File: config.mk
export PLATFORM = sky130hd
export DESIGN_NAME = dma_fifo_ctrl
export DESIGN_NICKNAME = d
export VERILOG_FILES = /design/src/rtl/dmaf_pkg.sv /design/src/rtl/dmaf_store.sv /design/src/rtl/dmaf_req.sv /design/src/rtl/dma_fifo_ctrl.sv
export SDC_FILE = /design/constraint.sdc
export NUM_CORES = 1
export LEC_CHECK = 0
export ABC_AREA = 1
export BUFFER_PORTS_ARGS = -buffer_cell sky130_fd_sc_hd__buf_4
export CORE_ASPECT_RATIO = 0.75
export CORE_MARGIN = 2
export CORE_UTILIZATION = 55
export CTS_CLUSTER_DIAMETER = 30
export DETAILED_ROUTE_END_ITERATION = 12
export PLACE_DENSITY = 0.85
export SYNTH_ARGS = -nofsm -noshare
export SYNTH_HDL_FRONTEND = slang
export SYNTH_SLANG_ARGS = --single-unit
export TNS_END_PERCENT = 5
File: constraint.sdc
create_clock -name clk -period 5.1 [get_ports clk]
set_clock_uncertainty 0.15 [all_clocks]
set_input_delay 0.765 -clock clk [delete_from_list [all_inputs] [get_ports clk]]
set_output_delay 0.765 -clock clk [all_outputs]
set_load 0.02 [all_outputs]
File: src/rtl/dmaf_pkg.sv
// Shared definitions for the threshold-paced DMA byte FIFO.
// Assumes the threshold field holds the threshold minus one.
package dmaf_pkg;

    typedef enum logic {
        TO_DEV  = 1'b0,
        TO_HOST = 1'b1
    } dmaf_dir_e;

    // Occupancy at which a device-to-host request is raised (never below one).
    function automatic int rd_level(input logic en, input int thr, input int depth);
        int lvl;
        if (!en) begin
            lvl = 1;
        end else begin
            lvl = depth - (thr + 1);
            if (lvl < 1) lvl = 1;
        end
        return lvl;
    endfunction

    // Occupancy at or below which a host-to-device request is raised again.
    function automatic int wr_level(input logic en, input int thr);
        return en ? thr + 1 : 0;
    endfunction

endpackage

File: src/rtl/dmaf_store.sv
// Circular byte store with read and write pointers and an occupancy count.
// Assumes push and pop are already qualified (no push when full, no pop
// when empty); flush has priority over both.
module dmaf_store #(
    parameter int DEPTH = 16,
    parameter int DW    = 8,
    localparam int AW   = $clog2(DEPTH),
    localparam int CW   = $clog2(DEPTH + 1)
) (
    input  logic          clk,
    input  logic          rst_n,
    input  logic          flush,
    input  logic          push,
    input  logic          pop,
    input  logic [DW-1:0] wdata,
    output logic [DW-1:0] head,
    output logic [CW-1:0] occ,
    output logic [CW-1:0] occ_nxt
);

    localparam logic [AW-1:0] LAST_IDX = AW'(DEPTH - 1);

    logic [DW-1:0] mem [DEPTH];
    logic [AW-1:0] wr_ptr, rd_ptr;

    // Next occupancy, shared with the request logic.
    always_comb begin
        if (flush) occ_nxt = '0;
        else       occ_nxt = occ + CW'(push) - CW'(pop);
    end

    // Pointer and count update.
    always_ff @(posedge clk) begin
        if (!rst_n || flush) begin
            wr_ptr <= '0;
            rd_ptr <= '0;
            occ    <= '0;
        end else begin
            if (push) wr_ptr <= (wr_ptr == LAST_IDX) ? '0 : wr_ptr + AW'(1);
            if (pop)  rd_ptr <= (rd_ptr == LAST_IDX) ? '0 : rd_ptr + AW'(1);
            occ <= occ_nxt;
        end
    end

    // Data storage write.
    always_ff @(posedge clk) begin
        if (push && !flush) mem[wr_ptr] <= wdata;
    end

    assign head = mem[rd_ptr];

endmodule

File: src/rtl/dmaf_req.sv
// DMA request generator. Tracks whether a transfer is active and raises or
// drops the request from the next-cycle occupancy, with hysteresis that
// depends on direction and threshold. Assumes direction is stable during
// a transfer.
module dmaf_req
    import dmaf_pkg::*;
#(
    parameter int DEPTH = 16,
    localparam int TW   = $clog2(DEPTH),
    localparam int CW   = $clog2(DEPTH + 1)
) (
    input  logic          clk,
    input  logic          rst_n,
    input  logic          start,
    input  logic          tc,
    input  logic          fifo_en,
    input  dmaf_dir_e     dir,
    input  logic [TW-1:0] thr,
    input  logic [CW-1:0] cap,
    input  logic [CW-1:0] occ_nxt,
    input  logic          sector_end,
    output logic          req
);

    logic          active_q, active_d, req_d;
    logic [CW-1:0] lvl_rd, lvl_wr;

    // Fill levels derived from the programmed threshold.
    always_comb begin
        lvl_rd = CW'(rd_level(fifo_en, int'(thr), DEPTH));
        lvl_wr = CW'(wr_level(fifo_en, int'(thr)));
    end

    // Transfer activity: terminal count beats start.
    always_comb begin
        if (tc)         active_d = 1'b0;
        else if (start) active_d = 1'b1;
        else            active_d = active_q;
    end

    // Request set/clear with hold between the two levels.
    always_comb begin
        req_d = req;
        if (!active_d) begin
            req_d = 1'b0;
        end else if (dir == TO_HOST) begin
            if (occ_nxt == '0)                        req_d = 1'b0;
            else if (occ_nxt >= lvl_rd || sector_end) req_d = 1'b1;
        end else begin
            if (occ_nxt == cap)         req_d = 1'b0;
            else if (occ_nxt <= lvl_wr) req_d = 1'b1;
        end
    end

    // State registers.
    always_ff @(posedge clk) begin
        if (!rst_n) begin
            active_q <= 1'b0;
            req      <= 1'b0;
        end else begin
            active_q <= active_d;
            req      <= req_d;
        end
    end

endmodule

File: src/rtl/dma_fifo_ctrl.sv
// Threshold-paced DMA byte FIFO. Routes host acknowledge and device
// push/pop onto the store by direction, bounds the capacity, records
// device-side faults and drives the DMA request. Assumes the host never
// acknowledges without a request pending.
module dma_fifo_ctrl
    import dmaf_pkg::*;
#(
    parameter int DEPTH = 16,
    parameter int DW    = 8,
    localparam int TW   = $clog2(DEPTH),
    localparam int CW   = $clog2(DEPTH + 1)
) (
    input  logic          clk,
    input  logic          rst_n,
    input  logic          fifo_en,
    input  logic [TW-1:0] thr_cfg,
    input  logic          dir_to_host,
    input  logic          xfer_start,
    input  logic          tc,
    output logic          dma_req,
    input  logic          dma_ack,
    input  logic [DW-1:0] host_wdata,
    output logic [DW-1:0] host_rdata,
    input  logic          dev_push,
    input  logic          dev_last,
    input  logic [DW-1:0] dev_wdata,
    input  logic          dev_pop,
    output logic [DW-1:0] dev_rdata,
    output logic          fifo_full,
    output logic          fifo_empty,
    output logic          xfer_err
);

    dmaf_dir_e     dir;
    logic [CW-1:0] occ, occ_nxt, cap;
    logic [DW-1:0] head, wdata;
    logic          push_req, pop_req, push_ok, pop_ok, dev_fault, sector_end;

    // Side selection and qualification of store accesses.
    always_comb begin
        dir        = dmaf_dir_e'(dir_to_host);
        cap        = fifo_en ? CW'(DEPTH) : CW'(1);
        push_req   = (dir == TO_HOST) ? dev_push  : dma_ack;
        pop_req    = (dir == TO_HOST) ? dma_ack   : dev_pop;
        wdata      = (dir == TO_HOST) ? dev_wdata : host_wdata;
        push_ok    = !xfer_start && push_req && (occ < cap);
        pop_ok     = !xfer_start && pop_req && (occ != '0);
        dev_fault  = !xfer_start && ((dir == TO_HOST) ? (dev_push && occ >= cap)
                                                       : (dev_pop && occ == '0));
        sector_end = (dir == TO_HOST) && push_ok && dev_last;
    end

    // Sticky device fault, cleared by a new transfer.
    always_ff @(posedge clk) begin
        if (!rst_n)         xfer_err <= 1'b0;
        else if (xfer_start) xfer_err <= 1'b0;
        else if (dev_fault)  xfer_err <= 1'b1;
    end

    dmaf_store #(.DEPTH(DEPTH), .DW(DW)) i_store (
        .clk     (clk),
        .rst_n   (rst_n),
        .flush   (xfer_start),
        .push    (push_ok),
        .pop     (pop_ok),
        .wdata   (wdata),
        .head    (head),
        .occ     (occ),
        .occ_nxt (occ_nxt)
    );

    dmaf_req #(.DEPTH(DEPTH)) i_req (
        .clk        (clk),
        .rst_n      (rst_n),
        .start      (xfer_start),
        .tc         (tc),
        .fifo_en    (fifo_en),
        .dir        (dir),
        .thr        (thr_cfg),
        .cap        (cap),
        .occ_nxt    (occ_nxt),
        .sector_end (sector_end),
        .req        (dma_req)
    );

    assign host_rdata = head;
    assign dev_rdata  = head;
    assign fifo_full  = (occ == cap);
    assign fifo_empty = (occ == '0);

endmodule

* Word-level counts from Yosys, hierarchy flattened
Memory sizes are Yosys's and may differ from the RTL's. A register that Yosys moved wholly into a read port is not among the register bits.
Index checks and enable logic that the tools add are counted.
** Word-level totals
- Bits of input ports :: 30
- Logic and storage cells :: 67
- Output and inout bits :: 20
- Memories kept :: 1
- RAM bits :: 128
- Register bits after elaboration :: 16
** Operators by class
- Bitwise gates (word level) :: 1
- Magnitude comparators :: 5
- Mux-type cells :: 22
- Add/sub/neg operators :: 6
- Equal/unequal tests :: 5
- Reduce and logical (&&, ||, !) cells :: 21
** Memories
- i_store.mem :: depth 16, width 8, rd ports 1, clocked after memory_dff 1, write ports 1, line dmaf_store.sv:23 : logic [DW-1:0] mem [DEPTH];
** Operator list (number)
- $lt A32 B2 Y1 const B :: 1
- $mux W5 :: 5
- $mux W4 :: 4
- $mux W1 :: 12
- $eq A5 B5 Y1 :: 2
- $ge A5 B5 Y1 :: 2
- $logic_and A1 B1 Y1 :: 10
- $logic_not A5 Y1 :: 2
- $add A4 B1 Y4 const B :: 2
- $eq A4 B4 Y1 const B :: 2
- $mux W8 :: 1
- $sub A5 B5 Y6 const A :: 1
- $add A4 B1 Y5 const B :: 1
- $add A5 B1 Y5 :: 1
- $le A5 B5 Y1 :: 1
- $lt A5 B5 Y1 :: 1
- $reduce_bool A5 Y1 :: 1
- $sub A5 B1 Y5 :: 1
- $reduce_and A2 Y1 :: 2
- $ne A3 B1 Y1 const B :: 1
- $reduce_bool A3 Y1 :: 1
- $logic_not A1 Y1 :: 2
- $logic_or A1 B1 Y1 :: 2
- $reduce_or A2 Y1 :: 1
- $not A1 Y1 :: 1

* Depth between registers and ports, before layout
- Depth after elaboration :: 11
- Gate-level depth with buffers :: 24
- Depth with buffers taken out :: 24

* Modules after synthesis
Synthesis repeated with hierarchy kept, for this count alone.
** Unflattened totals
- Cells, all modules :: 849
- Area, all modules :: 7509.7 sq um
** Modules (own cells, without submodules)
- dmaf_store :: area an instance 6432.4 sq um, instances 1, seq. area each 4184.0 sq um, cells an instance 649
- dmaf_req :: area an instance 696.9 sq um, instances 1, seq. area each 40.0 sq um, cells an instance 128
- dma_fifo_ctrl :: area an instance 380.4 sq um, instances 1, seq. area each 20.0 sq um, cells an instance 72

* Worst setup path after synthesis
Ideal clock, no wire load.
- Path kind :: input -> register
- Start point :: in fifo_en
- End point :: reg i_req.req
- Path slack :: 1.387 ns
- Arrival :: 3.449 ns
- Buffers on the path :: 0
- Stages on the path :: 19
- Required time :: 4.836 ns
- Setup time :: 0.114 ns
- Cell sequence :: inv_1 ha_1 a21oi_2 nand2_2 nand2_1 nand2_1 ha_1 fa_1 nand3_1 nand2_1 or2_1 nand3_2 inv_1 ha_1 nand4_1 o221ai_1 o211ai_1 nand2_1 a21oi_2
** Between the ends
- Word-level cells in the longest chain between the ends :: 10
- Elaborated cells between the ends (all ways) :: 21
- Those cells by class :: add/sub: 2; order compare: 3; eq/ne: 2; mux: 7; reduce/logical: 7
** RTL lines
- from (decl) :: line dma_fifo_ctrl.sv:15 : input logic fifo_en,
- $mux W5 * :: line dma_fifo_ctrl.sv:42 : cap = fifo_en ? CW'(DEPTH) : CW'(1);
- $lt A5 B5 Y1 * :: line dma_fifo_ctrl.sv:46 : push_ok = !xfer_start && push_req && (occ < cap);
- $logic_and A1 B1 Y1 * :: line dma_fifo_ctrl.sv:46
- $add A5 B1 Y5 * :: line dmaf_store.sv:29 : else occ_nxt = occ + CW'(push) - CW'(pop);
- $sub A5 B1 Y5 * :: line dmaf_store.sv:29
- $mux W5 * :: line dmaf_store.sv:28 : if (flush) occ_nxt = '0;
- via i_req.occ_nxt[4] :: line dmaf_req.sv:20 : input logic [CW-1:0] occ_nxt,
- $ge A5 B5 Y1 :: line dmaf_req.sv:48 : else if (occ_nxt >= lvl_rd || sector_end) req_d = 1'b1;
- $logic_or A1 B1 Y1 :: line dmaf_req.sv:48
- $ne A3 B1 Y1 (no source line)
- $reduce_and A2 Y1 (no source line)
- to (signal assigned) :: line dmaf_req.sv:62 : req <= req_d;
- to (decl) :: line dmaf_req.sv:22 : output logic req
Mark *: on every way through the listed nets, which the timed path passes. The rest lies on a longest branch.
A chain may end at the register's enable or synchronous reset.

* Worst setup path in the final report
Same ends and word-level chain as after synthesis.

==> qor.csv <==
metric,value,unit
status,finished clean,
fin_crit_sh,0.7512,
endpoint_kind,register,
cts-resized-gates,0,
ios,50,
layout_min_cycle_time,3831,ps
finalMaxSlewViolations,0,
num_vias,4825,
yosys_warnings,0,
worstPathRequired,5300,ps
leakage,2.959,nW
fmax,0.2610,GHz
ctsRootBufferMaster,clkbuf_16,
die_area,13610,um2
min_to,i_req.req$_SDFFE_PN0P_,
seq_area,4248,um2
cts_setup_buffers,0,
ys_types,38,
finalHoldViolCount,0,
cts_tree,done,
grt_start_max_net_pins,97,
finalPower,2.867,mW
synth-compound-area-share,0.1092,
cts_htree_levels,4,
wl,15390,um
fill_cells,895,
die_h,101.5,um
r2r_slack,1440,ps
muxShareOfSynthArea,0.04591,
ys_ff_latch,148,
area_growth_syn_to_layout,13.52,%
start_util,0.5649,
dr.pass1.iters,5,
max_slew_margin,0.2649,
maxCapViolCount,0,
post-dp-hpwl,10050,um
arrival,4040,ps
wl_per_cell,18.23,um
synthXorXnorAreaFrac,0.004842,
drive_above_1_share,0.1475,
worstSkewPairLatency,420,ps
worst_pin_slew,1103,ps
syn_avg_cell_area,11.07,um2
synth-simple-area-share,0.1103,
syn_area,6977,um2
synth_top_family_by_area,simple AND/OR/NAND/NOR gates,
portBuffers,49,
clock-sinks,148,
crit_type,primary input to register,
multi_input_area,2218,um2
yosysSeqAreaShare,0.6083,
fin_cells,844,
timing.rr.start,i_store.occ[1]$_SDFF_PP0_,
fin_setup_tns,0,ps
synthCells,630,
drc_errors,0,
synthAdderAreaFrac,0.04770,
startpoint_type,primary input,
holdPathStages,2,
routed_via_density,5.717,
dp_cells,814,
grt_pass1_vias,4727,
hold_start,i_req.req$_SDFFE_PN0P_,
hold_path_class,register to register,
rsz0062_at_grt,false,
r2r-end,i_req.req$_SDFFE_PN0P_,
drt_iter0_markers,543,
setup_viol_count_final,0,
layout_commonest_cell,edfxtp_1,
cts_buffer_depth,2,
grt_usage,0.2371,
path_max_fanout,8,
grt_pass1_wl,24080,um
core_area,12350,um2
antenna_found_initial,0,
clk_pin_slew,50,ps
vdd.ir_drop.worst,0.0003398,V
drtAntennaViolNets,0,
dieWidth,134.1,um
rr_worst_depth,21,
powerDensity,361.9,nW/um2
final_cell_mix,"128 x edfxtp_1, 90 x nand2_1, 73 x inv_1, 50 x buf_4, 45 x nor2_1",
globalplace.congestion,0.9204,
row_count,35,
overflow,0,
layout.nets,723,
cts_made_buffers,17,
hold_buffers,0,
fin_util,0.6413,
syn_nets,686,
insertedDiodeCount,0,
where the power goes:
part | total, mW | switching, mW | leakage [nW] | internal (mW)
clock | 1.22 | 0.462 | 0.274 | 0.755
sequential | 1.35 | 0.0134 | 1.32 | 1.34
combinational | 0.301 | 0.192 | 1.37 | 0.109
total | 2.87 | 0.667 | 2.96 | 2.20
cells by family after synthesis:
family                   count (synthesis)
AO/OA/AOI/OAI                          129
flip-flops                             148
AND/OR/NAND/NOR                        180
multiplexers                            32
adder cells (fa/ha/maj)                 26
XOR/XNOR                                 3
buffers and inverters                  112
cell usage after synthesis, drive strengths merged:
library cell    n  area, um2
ha             25      312.8
nor2           47      186.4
dfxtp          20      400.4
edfxtp        128       3844
nand4           3      18.77
a31oi           2      18.77
nand3          29      160.2
a211oi          3      22.52
o221ai          1      8.760
o21ai          45      225.2
clkinv          2      8.750
xnor2           1      8.760
o211ai         34      255.2
buf            18      156.4
mux2i          32      320.3
a21oi          44      231.5
clkbuf         14      56.31
nor3            2      10.01
xor2            2      25.03
or2             2      12.52
inv            78      292.8
fa              1      20.02
nand2          97      381.6
worst max path at each step:
| stage | endpoint | slack [ps] | start | cells after the start |
|---|---|---|---|---|
| CTS | i_req.req$_SDFFE_PN0P_ | 1320 | fifo_en | 23 |
| global placement | i_req.req$_SDFFE_PN0P_ | 1030 | fifo_en | 23 |
| floorplan | i_req.req$_SDFFE_PN0P_ | 1390 | fifo_en | 19 |
| detailed placement | i_req.req$_SDFFE_PN0P_ | 900 | fifo_en | 23 |
| global route | i_req.req$_SDFFE_PN0P_ | 1050 | fifo_en | 23 |
| finish | i_req.req$_SDFFE_PN0P_ | 1270 | fifo_en | 23 |
sequential cells by signal, summed over array words and instances, names as in the netlist, named ones only:
signal,count
i_store.occ,5
i_store.rd_ptr,4
xfer_err,1
i_req.req,1
i_req.active_q,1
i_store.wr_ptr,4
i_store.mem,128
layout make-up:
type | instances | area share
clock buffers | 18 | 0.05419
clock inverters | 12 | 0.01769
inverters | 80 | 0.03807
multi-input cells | 370 | 0.2801
flip-flops and latches | 148 | 0.5363
well taps | 166 | 0.02622
repair buffers | 50 | 0.04739
worst max-delay path, cell delays in order:
cell and delay [ps]:
buf_4 130, inv_1 160, ha_1 180, inv_1 40, nand2_1 40, nand3_1 70, a21oi_2 160, nand2_2 130
nand2_1 160, nand2_1 80, ha_1 200, fa_1 400, nand3_1 100, nand2_1 70, or2_1 220, nand3_2 80
inv_1 100, ha_1 340, a21oi_1 160, o221ai_1 140, o211ai_1 100, nand2_1 90, a21oi_2 110
stage by stage:
| step | hold slack, ps | area, um2 | setup WS (ps) |
|---|---|---|---|
| finish | 325.9 | 7920 | 1269 |
| global placement | 310.5 | 7351 | 1032 |
| CTS | 328.2 | 7920 | 1315 |
| floorplan | 301.7 | 6977 | 1387 |
| global route | 334.7 | 7920 | 1049 |
| detailed placement | 312.6 | 7351 | 901.3 |
per-layer routing:
layer	GRT usage	part of all wire	vias to the layer above
met2	0.3795	0.47	253
met5	0	0	-
met1	0.3143	0.42	2290
met4	0.07854	0.016	0
li1	-	-	2256
met3	0.07257	0.097	26
No activity file was read; power rests on OpenSTA's default activity.
